==> config.mk <==
export PLATFORM = sky130hd
export DESIGN_NAME = quad_if_upconv
export DESIGN_NICKNAME = d
export VERILOG_FILES = /design/src/rtl/quc_pkg.sv /design/src/rtl/quc_phase_gen.sv /design/src/rtl/quc_sat_neg.sv /design/src/rtl/quc_rot_mux.sv /design/src/rtl/quad_if_upconv.sv
export SDC_FILE = /design/constraint.sdc
export NUM_CORES = 1
export LEC_CHECK = 0
export CORE_MARGIN = 3
export CORE_UTILIZATION = 42
export CTS_CLUSTER_DIAMETER = 80
export CTS_CLUSTER_SIZE = 8
export DETAILED_ROUTE_END_ITERATION = 8
export PLACE_DENSITY = 0.82
export SLEW_MARGIN = 20
export SYNTH_ARGS = -nofsm -noshare
export SYNTH_HDL_FRONTEND = slang
export SYNTH_HIERARCHICAL = 1
export SYNTH_SLANG_ARGS = --single-unit
==> constraint.sdc <==
create_clock -name clk -period 2.29 [get_ports clk]
set_clock_uncertainty 0.1 [all_clocks]
set_input_delay 0.3435 -clock clk [delete_from_list [all_inputs] [get_ports clk]]
set_output_delay 0.3435 -clock clk [all_outputs]
set_load 0.03 [all_outputs]
==> src/rtl/quc_pkg.sv <==
package quc_pkg;

  // Carrier phase at a quarter of the sample rate.
  // Each value names the term that is sent out in that phase.
  typedef enum logic [1:0] {
    PH_POS_I = 2'd0,
    PH_NEG_Q = 2'd1,
    PH_NEG_I = 2'd2,
    PH_POS_Q = 2'd3
  } quc_phase_e;

  localparam int unsigned QUC_PHASES = 4;

endpackage

==> src/rtl/quc_phase_gen.sv <==
module quc_phase_gen
  import quc_pkg::*;
(
  input  logic       clk,
  input  logic       rst,
  output quc_phase_e phase
);

  logic [1:0] cnt_q;

  always_ff @(posedge clk) begin
    if (rst) begin
      cnt_q <= 2'd0;
    end else begin
      cnt_q <= cnt_q + 2'd1;
    end
  end

  assign phase = quc_phase_e'(cnt_q);

  // reset clears the phase
  a_r1_phase_cleared : assert property (@(posedge clk)
    rst |=> (cnt_q == 2'd0));

  // the phase advances by one at every edge, whatever valid is
  a_r9_phase_step : assert property (@(posedge clk) disable iff (rst)
    !rst |=> (cnt_q == 2'($past(cnt_q) + 2'd1)));

endmodule

==> src/rtl/quc_sat_neg.sv <==
module quc_sat_neg #(
  parameter int unsigned DATA_W = 16
) (
  input  logic signed [DATA_W-1:0] din,
  output logic signed [DATA_W-1:0] dout
);

  localparam logic signed [DATA_W-1:0] MIN_V = {1'b1, {(DATA_W-1){1'b0}}};
  localparam logic signed [DATA_W-1:0] MAX_V = {1'b0, {(DATA_W-1){1'b1}}};

  always_comb begin
    if (din == MIN_V) begin
      dout = MAX_V;
    end else begin
      dout = -din;
    end
  end

endmodule

==> src/rtl/quc_rot_mux.sv <==
module quc_rot_mux
  import quc_pkg::*;
#(
  parameter int unsigned DATA_W = 16
) (
  input  quc_phase_e               phase,
  input  logic signed [DATA_W-1:0] pos_i,
  input  logic signed [DATA_W-1:0] pos_q,
  input  logic signed [DATA_W-1:0] neg_i,
  input  logic signed [DATA_W-1:0] neg_q,
  output logic signed [DATA_W-1:0] sel
);

  always_comb begin
    unique case (phase)
      PH_POS_I: sel = pos_i;
      PH_NEG_Q: sel = neg_q;
      PH_NEG_I: sel = neg_i;
      PH_POS_Q: sel = pos_q;
      default:  sel = '0;
    endcase
  end

endmodule

==> src/rtl/quad_if_upconv.sv <==
module quad_if_upconv
  import quc_pkg::*;
#(
  parameter int unsigned DATA_W = 16
) (
  input  logic              clk,
  input  logic              rst,
  input  logic              in_valid,
  input  logic [DATA_W-1:0] in_i,
  input  logic [DATA_W-1:0] in_q,
  output logic [DATA_W-1:0] if_out
);

  localparam logic signed [DATA_W-1:0] MIN_V = {1'b1, {(DATA_W-1){1'b0}}};
  localparam logic signed [DATA_W-1:0] MAX_V = {1'b0, {(DATA_W-1){1'b1}}};

  quc_phase_e               phase;
  logic signed [DATA_W-1:0] s_i, s_q, n_i, n_q, mixed;
  logic signed [DATA_W-1:0] out_q;

  assign s_i = in_i;
  assign s_q = in_q;

  quc_phase_gen u_phase (
    .clk   (clk),
    .rst   (rst),
    .phase (phase)
  );

  quc_sat_neg #(.DATA_W(DATA_W)) u_neg_i (
    .din  (s_i),
    .dout (n_i)
  );

  quc_sat_neg #(.DATA_W(DATA_W)) u_neg_q (
    .din  (s_q),
    .dout (n_q)
  );

  quc_rot_mux #(.DATA_W(DATA_W)) u_mux (
    .phase (phase),
    .pos_i (s_i),
    .pos_q (s_q),
    .neg_i (n_i),
    .neg_q (n_q),
    .sel   (mixed)
  );

  always_ff @(posedge clk) begin
    if (rst) begin
      out_q <= '0;
    end else if (in_valid) begin
      out_q <= mixed;
    end else begin
      out_q <= '0;
    end
  end

  assign if_out = out_q;

  // reset leaves the output at zero
  a_r1_reset_zero : assert property (@(posedge clk)
    rst |=> (if_out == '0));

  // an idle input gives a zero output
  a_r8_idle_zero : assert property (@(posedge clk) disable iff (rst)
    !in_valid |=> (if_out == '0));

  // phase 0 passes I through one clock later
  a_r2_pass_i : assert property (@(posedge clk) disable iff (rst)
    (in_valid && phase == PH_POS_I) |=> (if_out == $past(in_i)));

  // phase 3 passes Q through
  a_r5_pass_q : assert property (@(posedge clk) disable iff (rst)
    (in_valid && phase == PH_POS_Q) |=> (if_out == $past(in_q)));

  // phase 1 sends -Q when Q is not the extreme code
  a_r3_neg_q : assert property (@(posedge clk) disable iff (rst)
    (in_valid && phase == PH_NEG_Q && s_q != MIN_V)
      |=> ($signed(if_out) == -$signed($past(in_q))));

  // phase 2 sends -I when I is not the extreme code
  a_r4_neg_i : assert property (@(posedge clk) disable iff (rst)
    (in_valid && phase == PH_NEG_I && s_i != MIN_V)
      |=> ($signed(if_out) == -$signed($past(in_i))));

  // the extreme code saturates on either path
  a_r6_no_overflow : assert property (@(posedge clk) disable iff (rst)
    (in_valid && ((phase == PH_NEG_I && s_i == MIN_V) ||
                  (phase == PH_NEG_Q && s_q == MIN_V)))
      |=> (if_out == MAX_V));

endmodule

# Word-level counts from Yosys, hierarchy flattened
# Cells that the tools add are included.
[totals] reg_bits=18 out_inout_bits=16 wordCells=16 inputBits=35
[op_classes] bitwise_logic=1 eq_ne=5 reduce_logical=2 add_sub_neg=3 mux=3
[ops] operator="one-hot mux 16 bit (4 select lines)" count=1
[ops] operator="equality test 16 bit, second input constant" count=2
[ops] operator="two-way mux 16 bit" count=2
[ops] operator="negator 16 bit" count=2
[ops] operator="equality test 2 bit, second input constant" count=2
[ops] operator="adder 2 x 1 -> 2 bit, second input constant" count=1
[ops] operator="equality test 2 x 1 -> 1 bit, second input constant" count=1
[ops] operator="zero test 2 bit" count=1
[ops] operator="OR reduction 2 bit" count=1
[ops] operator="inverter 1 bit" count=1

# Longest topological paths before layout
# Gate-level depths: netlist of run 1.
[logic_depth] depth_word=3 ltp_mapped=8 depth_no_buf=7

# Hierarchy
# Netlist of run 1, hierarchy kept.
[by_module_without_submodules] mod="quc_sat_neg" instances=2 area_each_um2=392.9 seq_area_each_um2=0.0 cells_each=60
[by_module_without_submodules] mod="quad_if_upconv" instances=1 area_each_um2=490.5 seq_area_each_um2=320.3 cells_each=34
[by_module_without_submodules] mod="quc_rot_mux" instances=1 area_each_um2=424.2 seq_area_each_um2=0.0 cells_each=20
[by_module_without_submodules] mod="quc_phase_gen" instances=1 area_each_um2=56.3 seq_area_each_um2=40.0 cells_each=5

# Worst setup path before layout of run 1
# Ideal clock, no wire load.
[synth_timing] path_kind="input to register" start="input in_q[11]" end="register out_q[15] (netlist: if_out[15])" setup_ps=117 arrival_time_ps=2277 path_slack_ps=-204 t_required_ps=2073 path_buffers=1 cell_stages=7 path_cell_list="or4_4 -> and4bb_4 -> nand2_2 -> buf_6 -> a41o_1 -> mux4_1 -> and3b_2"
[synth_between] elab_chain_cells=3 elab_cells_between_ends=4 cone_classes="1 x add/sub; 1 x eq/ne; 2 x mux"
[synth_rtl] element="from (decl)" line_no="quad_if_upconv.sv:10" rtl="input logic [DATA_W-1:0] in_q,"
[synth_rtl] element="negator 16 bit or equality test 16 bit (tied branches)" line_no="quc_sat_neg.sv:15, quc_sat_neg.sv:12"
[synth_rtl] element="two-way mux 16 bit (*)" line_no="quc_sat_neg.sv:12" rtl="if (din == MIN_V) begin"
[synth_rtl] element="net n_q[15]" line_no="quad_if_upconv.sv:18" rtl="logic signed [DATA_W-1:0] s_i, s_q, n_i, n_q, mixed;"
[synth_rtl] element="one-hot mux 16 bit (4 select lines) (*)" line_no="quc_rot_mux.sv:15" rtl="unique case (phase)"
[synth_rtl] element="net mixed[15]" line_no="quad_if_upconv.sv:18"
[synth_rtl] element="to (signal assigned)" line_no="quad_if_upconv.sv:53" rtl="out_q <= mixed;"
[synth_rtl] element="to (decl)" line_no="quad_if_upconv.sv:19" rtl="logic signed [DATA_W-1:0] out_q;"
# Mark *: on every way through the listed nets, which the timed path passes. The rest lies on a longest branch.
# A chain may end at the register's enable or synchronous reset.

# Final worst setup path of run 1
[layout_timing] start="input in_i[8]" end="register out_q[15] (netlist: if_out[15])"
[layout_between] elab_chain_cells=3 elab_cells_between_ends=4 cone_classes="1 x add/sub; 1 x eq/ne; 2 x mux"
[layout_rtl] element="from (decl)" line_no="quad_if_upconv.sv:9" rtl="input logic [DATA_W-1:0] in_i,"
[layout_rtl] element="negator 16 bit or equality test 16 bit (tied branches)" line_no="quc_sat_neg.sv:15, quc_sat_neg.sv:12"
[layout_rtl] element="two-way mux 16 bit (*)" line_no="quc_sat_neg.sv:12"
[layout_rtl] element="net n_i[15]" line_no="quad_if_upconv.sv:18"
[layout_rtl] element="one-hot mux 16 bit (4 select lines) (*)" line_no="quc_rot_mux.sv:15"
[layout_rtl] element="net mixed[15]" line_no="quad_if_upconv.sv:18"
# Marked as above.

==> results of run 1 <==
-- cells in the final DEF (no fill, tap or decap), types with 3 or more instances in the layout --
master,instances
nand2_1,20
clkdlybuf4s15_1,3
nor2_1,16
nor3_1,3
and3b_1,12
a21oi_1,6
a21boi_0,4
buf_6,3
nor4_2,4
dfxtp_1,18
inv_1,4
mux2i_1,5
xor2_1,4
nor4_4,4
clkbuf_8,3
dlymetal6s2s_1,8
mux4_2,13
xnor2_1,8
dlygate4sd2_1,10
mux4_1,3
buf_4,59
clkbuf_2,4
and3b_2,6
or4_4,4
clkdlybuf4s50_1,24
-- worst max path at each step --
stage / start / slack [ns] / end
2_1_floorplan: in_i[8] / -0.13 / if_out[15]
3_3_place_gp: in_q[3] / -0.51 / if_out[14]
3_5_place_dp: in_q[8] / -0.59 / if_out[15]
4_1_cts: in_q[11] / -0.04 / if_out[15]
5_1_grt: in_i[4] / -0.04 / if_out[9]
6_report: in_i[8] / 0.008 / if_out[15]
-- sequential cells by signal, summed over array words and instances, names as in the netlist --
name           count
if_out            16
u_phase/phase      2
-- logic make-up after synthesis --
family | count (synthesis) | share of synthesized area
fa+ha+maj | 2 | 0.0142
buf+inv | 12 | 0.0577
simple gates | 92 | 0.330
compound gates | 20 | 0.0755
xor+xnor | 13 | 0.0648
flops | 18 | 0.205
mux | 22 | 0.252
-- worst register-to-register path: cells and delay by family, from the launching register on --
kind	cells	cell delay, ns
AND/OR/NAND/NOR	1	0.23
flip-flops	1	0.31
multiplexers	1	0.63
buffers and inverters	1	0.29
-- area by class of cell --
type	count	share of cell area
Multi-Input combinational cell	149	0.499
Timing Repair Buffer	111	0.334
Inverter	4	0.00525
Sequential cell	18	0.126
Clock buffer	3	0.0144
Tap cell	48	0.0210
-- through the flow --
| stage | TNS (ns) | instance area [um2] | instances |
|---|---|---|---|
| finish | 0 | 2860 | 333 |
| global route | -0.0793 | 2860 | 333 |
| CTS | -0.0429 | 2730 | 330 |
| detailed placement | -5.88 | 2660 | 326 |
| global placement | -5.32 | 2660 | 326 |
| floorplan | -0.132 | 1750 | 179 |
-- what timing repair did --
action | in CTS | in global routing
resized for setup | 30 | 42
pin swaps | 8 | 12
setup endpoints to repair | 14 | 12
setup buffers | 1 | 3
-- synthesized netlist by cell type --
cell type and instances:
mux4_1 6, a22o_1 2, xnor2_1 9, buf_2 2, mux4_2 10, nor2_1 20
nor3_1 4, buf_12 1, nand2_2 2, nand2b_1 2, ha_1 2, and3b_2 6
nor4_2 2, and3_4 2, a21boi_0 4, o31ai_1 2, a41o_1 2, nand2_1 20
o21ai_0 2, and4bb_4 2, buf_6 5, a21oi_1 6, xor2_1 4, nand4b_1 2
or4_4 2, nand3b_1 2, nor4_1 6, dfxtp_1 18, and2_1 2, inv_1 4
and3b_1 12, mux2i_1 6, o21ai_1 2, or4_1 2, nand3_1 4
-- layer usage --
metal,track usage,routed length (um),vias up
li1,-,-,893
met1,0.281,2120,881
met2,0.351,2720,107
met3,0.0170,444,16
met4,0.0814,165,0
met5,0,0,-
-- report_power, final --
group,total (mW),switching [mW],internal (mW)
clock network,0.210,0.0928,0.117
registers,0.339,0.00470,0.334
logic,0.430,0.198,0.232
==> metrics.yaml, run 1 <==
worst_hold_path:
  hp-start: "in_q[9]"
  whs_path_depth: 4
  min_to: "if_out[9]"
  hp-class: "primary input to register"
critical_path:
  crit_type: "primary input to register"
  crit_family: "simple AND/OR/NAND/NOR gates"
  path_buf_inv: 1
  critical_path.startpoint_type: "primary input"
  path_depth: 7
  regToRegStartpoint: "u_phase/phase[0]"
  critPathMaxStageDelay_ns: 0.52
  path_cells: "clkdlybuf4s15_1 > or4_4 > and4bb_4 > nand2_2 > a41o_1 > mux4_2 > and3b_2"
  reg2reg_slack_ns: 0.62
  cp.arrival_ns: 2.33
  cp_data_required_time_ns: 2.34
  r2r_cells: 3
  slowest_stage: "or4_4"
  crit_path_end_kind: "register"
  critPathMaxFanout: 3
  r2r-end: "if_out[0]"
run:
  cap_violations: 0
global_route:
  grt_pass1_vias: 1783
  grt_overflow: 0
  grt_max_degree: 19
  antenna_found_initial: 0
  grt_use_total: 0.210
  grt_first_pass_wirelength_mm: 8.49
placed_design:
  dp_slack_ns: -0.591
  io_buffer_count: 50
  hpwl_mm: 4.09
  gp_congestion: 0.896
final_layout:
  ff_latch_area_um2: 360
  finish.utilization: 0.742
  syn2layout_area_growth_pct: 62.7
  diodes: 0
  n_fill_cell: 267
  nets: 324
  drive_above_1_share: 0.414
  multi_input_area_um2: 1430
clocking:
  worst_skew_pair.late_latency_ns: 0.25
  cts_root_buf: "clkbuf_8"
  cts.htree.levels: 1
  post_cts_hold_buffer_count: 0
  cts_buffer_depth: 2
  cts-buffers-inserted: 3
  cts_num_sinks: 18
  cts_tree: "built"
  clk_pin_slew_ns: 0.06
logic_synthesis:
  ys_seq_area_frac: 0.205
  syn_area_per_cell_um2: 9.81
  yosys.cell_types.count: 35
  synth_nets: 216
  synth_top_cell_area_share: 0.205
  yosysWarnings: 6
  synth.largest_area_cell: "dfxtp_1"
  synthCells: 179
  yosys-top-cells-area: "dfxtp_1 (21%), mux4_2 (13%), mux4_1 (9.0%)"
  syn_area_um2: 1760
  synth_seq_cells: 18
drt:
  post-route-drc-count: 0
  vias: 1897
  wl_per_cell_um: 16.4
  antenna_left: 0
  firstDrtPassIters: 4
  via_per_inst: 5.70
  drt_wl_total_mm: 5.46
  drt_iter0_markers: 174
power:
  ir_drop_mv: 0.188
  power_density_nw_per_um2: 342
  leakage_nw: 1.33
  power.total_mw: 0.979
floorplan:
  num_rows: 22
  ios: 51
  core_area_um2: 3850
  die_w_um: 70.7
  start_util: 0.456
  die_area_um2: 4990
  die_y_um: 70.7
timing:
  setup_violations: 0
  fin_crit_sh: 0.997
  tightest_slew_ns: 0.408
  finalCriticalPeriod_ns: 2.28
  rsz0062_at_grt: "true"
  max_freq_mhz: 438
  worst_slack_ns: 0.00753
  hold_ws_ns: 0.593
  slew_violations: 0
  slew_headroom: 0.727
  hold_violations: 0
outcome:
  status: "finished, final reports clean"
Note: power is estimated with default switching activity, not from simulation.
==> inputs of run 2 (changes only) <==
--- a/config.mk
+++ b/config.mk
@@ -10,9 +10,8 @@
 export CTS_CLUSTER_DIAMETER = 80
 export CTS_CLUSTER_SIZE = 8
 export DETAILED_ROUTE_END_ITERATION = 8
-export PLACE_DENSITY = 0.82
+export PLACE_DENSITY = 0.83
 export SLEW_MARGIN = 20
 export SYNTH_ARGS = -nofsm -noshare
 export SYNTH_HDL_FRONTEND = slang
-export SYNTH_HIERARCHICAL = 1
 export SYNTH_SLANG_ARGS = --single-unit
==> metrics.yaml, run 2 <==
logic_synthesis:
  yosys.cell_types.count: 47  # was 35
  yosys-top-cells-area: "dfxtp_1 (22%), o21ai_0 (7.4%), a221oi_1 (5.4%)"  # was dfxtp_1 (21%), mux4_2 (13%), mux4_1 (9.0%)
  async_flop_share: 0  # unchanged
  ys_seq_area_frac: 0.221  # was 0.205
  synth_edf_count: 0  # unchanged
  syn_area_um2: 1630  # was 1760 um2
  synth_top_family_by_area: "compound AO/OA/AOI/OAI gates"  # was simple AND/OR/NAND/NOR gates
  yosysMostFrequentCell: "o21ai_0"
  synth_adder_area_share: 0.0461  # was 0.0142
  synthMuxAreaShare: 0.0307  # was 0.252
  synthCells: 215  # was 179
  synth_seq_cells: 18  # unchanged
  yosys.area_share.simple: 0.267  # was 0.330
  syn_area_per_cell_um2: 7.58  # was 9.81 um2
  synth_xor_area_frac: 0.0538  # was 0.0648
  synthFlopType: "dfxtp_1"  # unchanged
  synth_compound_area_frac: 0.320  # was 0.0755
  synth_top_cell_area_share: 0.221  # was 0.205
  synth_nets: 256  # was 216
  synth_common_cells: "o21ai_0 (24), dfxtp_1 (18), nor2_1 (18)"  # was nand2_1 (20), nor2_1 (20), dfxtp_1 (18)
  yosysWarnings: 0  # was 6
  synth.largest_area_cell: "dfxtp_1"  # unchanged
floorplan:
  start_util: 0.442  # was 0.456
  die_area_um2: 4660  # was 4990 um2
  die_w_um: 68.3  # was 70.7 um
  ios: 51  # unchanged
  num_rows: 22  # unchanged
  die_y_um: 68.3  # was 70.7 um
  core_area_um2: 3690  # was 3850 um2
global_route:
  grt_max_degree: 20  # was 19
  grt_use_total: 0.230  # was 0.210
  met2_usage: 0.383  # was 0.351
  grt_overflow: 0  # unchanged
  met1_usage: 0.314  # was 0.281
  antenna_found_initial: 0  # unchanged
  grt_pass1_vias: 1854  # was 1,783
  grt_busiest_layer: "met2"  # unchanged
  gr-usage-met3: 0.0131  # was 0.0170
  grt_first_pass_wirelength_mm: 8.26  # was 8.49 mm
power:
  ir_drop_mv: 0.209  # was 0.188 mV
  leakage_nw: 1.04  # was 1.33 nW
  power_density_nw_per_um2: 395  # was 342 nW/um2
  power.total_mw: 1.02  # was 0.979 mW
outcome:
  status: "finished, final reports clean"  # unchanged
clocking:
  cts.htree.levels: 1  # unchanged
  cts_tree: "built"  # unchanged
  clk_pin_slew_ns: 0.07  # was 0.06 ns
  post_cts_hold_buffer_count: 0  # unchanged
  cts_root_buf: "clkbuf_8"  # unchanged
  cts_buffer_depth: 2  # unchanged
  postCtsSetupRepairBufs: 0  # was 1
  cts-buffers-inserted: 3  # unchanged
  cts_num_sinks: 18  # unchanged
  worst_skew_pair.late_latency_ns: 0.25  # about the same
critical_path:
  slowest_stage: "or4_1"  # was or4_4
  path_cells: "clkdlybuf4s50_1 > nor4_4 > nand4_2 > o31a_1 > or4_1 > a31oi_1"  # was clkdlybuf4s15_1 > or4_4 > and4bb_4 > nand2_2 > a41o_1 > mux4_2 > and3b_2
  cp.arrival_ns: 2.24  # was 2.33 ns
  r2r-end: "if_out[3]"  # was if_out[0]
  critPathMaxStageDelay_ns: 0.49  # was 0.52 ns
  critical_path.startpoint_type: "primary input"  # unchanged
  critPathMaxFanout: 4  # was 3
  crit_type: "primary input to register"  # unchanged
  reg2reg_slack_ns: 0.38  # was 0.62 ns
  cp_data_required_time_ns: 2.37  # was 2.34 ns
  crit_path_end_kind: "register"  # unchanged
  r2r_cells: 5  # was 3
  regToRegStartpoint: "u_phase.phase[0]"  # was u_phase/phase[0]
worst_hold_path:
  whs_path_depth: 1  # was 4
  hp-class: "register to register"  # was primary input to register
  hp-start: "u_phase.phase[0]"  # was in_q[9]
  min_to: "u_phase.phase[0]"  # was if_out[9]
final_layout:
  finish.utilization: 0.701  # was 0.742
  final_common_cell: "buf_4"  # unchanged
  fin_cells: 355  # was 333
  syn2layout_area_growth_pct: 58.7  # was 62.7%
  nets: 349  # was 324
  drive_above_1_share: 0.225  # was 0.414
  post-route-cell-area_um2: 2580  # was 2860 um2
  diodes: 0  # unchanged
  largest_reg_flops: 16  # unchanged
  final_cell_mix: "buf_4 (51), clkdlybuf4s50_1 (50), o21ai_0 (24), dfxtp_1 (18), nor2_1 (17)"  # was buf_4 (59), clkdlybuf4s50_1 (24), nand2_1 (20), dfxtp_1 (18), nor2_1 (16)
timing:
  fin_crit_sh: 0.944  # was 0.997
  slew_headroom: 0.581  # was 0.727
  slew_violations: 0  # unchanged
  setup_violations: 0  # unchanged
  tightest_slew_ns: 0.628  # was 0.408 ns
  hold_violations: 0  # unchanged
  max_freq_mhz: 462  # was 438 MHz
  finalCriticalPeriod_ns: 2.16  # was 2.28 ns
drt:
  antenna_left: 0  # unchanged
  drt_wl_total_mm: 5.31  # was 5.46 mm
  drt_iter0_markers: 221  # was 174
  wl_per_cell_um: 15.0  # was 16.4 um
  post-route-drc-count: 0  # unchanged
  via_per_inst: 5.88  # was 5.70
  vias: 2088  # was 1,897
  firstDrtPassIters: 7  # was 4
placed_design:
  hpwl_mm: 4.15  # was 4.09 mm
  place_inst: 351  # was 326
  io_buffer_count: 50  # unchanged
  place_area_um2: 2520  # was 2660 um2
  gp_congestion: 0.972  # was 0.896
run:
  cap_violations: 0  # unchanged
[run 2: how the worst max path moves through the flow]
stage / start / to / slack [ns] / cells past startpoint
final: in_i[3] / if_out[15] / 0.13 / 6
after global routing: in_i[1] / if_out[10] / -0.03 / 9
after CTS: in_i[3] / if_out[3] / 0.11 / 7
after detailed placement: in_i[3] / if_out[3] / -0.14 / 7
after global placement: in_i[3] / if_out[15] / -0.1 / 6
after floorplan: in_q[0] / if_out[2] / 0.32 / 8
[run 2: cell families (layout without fill, tap and decap cells)]
logic type      after synthesis  after routing
compound gates               79             79
simple gates                 71             71
buf+inv                      26            118
flops                        18             18
xor+xnor                     10             10
fa+ha+maj                     6              6
mux                           5              5
[run 2: stage by stage]
stage | hold slack, ns | TNS, ns | setup slack [ns]
after global placement | 0.347 | -0.417 | -0.0972
final | 0.366 | 0 | 0.128
after global routing | 0.396 | -0.0307 | -0.0307
after CTS | 0.370 | 0 | 0.110
after detailed placement | 0.353 | -1.17 | -0.144
after floorplan | 0.310 | 0 | 0.321
[run 2: routing by layer]
layer | part of all wire | wire (um) | vias to the layer above
met4 | 0.022 | 116 | 0
met2 | 0.46 | 2460 | 114
met5 | 0 | 0 | -
met1 | 0.44 | 2350 | 948
li1 | - | - | 1012
met3 | 0.073 | 386 | 14
[run 2: layout make-up]
| type | count | area, um2 |
|---|---|---|
| sequential | 18 | 360 |
| inverter | 13 | 48.8 |
| timing repair buffer | 101 | 883 |
| fill | 304 | 1100 |
| tap | 48 | 60.1 |
| clock buffer | 4 | 55.1 |
| multi-input combinational | 171 | 1180 |
[run 2: report_power, final]
group / internal [mW] / switching [mW] / total [mW]
Combinational: 0.200 / 0.221 / 0.421
Clock: 0.153 / 0.105 / 0.258
Sequential: 0.335 / 0.00858 / 0.344
Total: 0.688 / 0.334 / 1.02
[run 2: repair_timing]
item | 4_1_cts | 5_1_grt
hold endpoints to repair | 0 | 0
endpoints found under the setup margin | 0 | 8
resized for setup | 0 | 2
[run 2: critical path: cells and delay by family]
kind,cells,cell delay [ns]
AO/OA/AOI/OAI,2,0.41
buffers and inverters,1,0.46
AND/OR/NAND/NOR,3,1.03
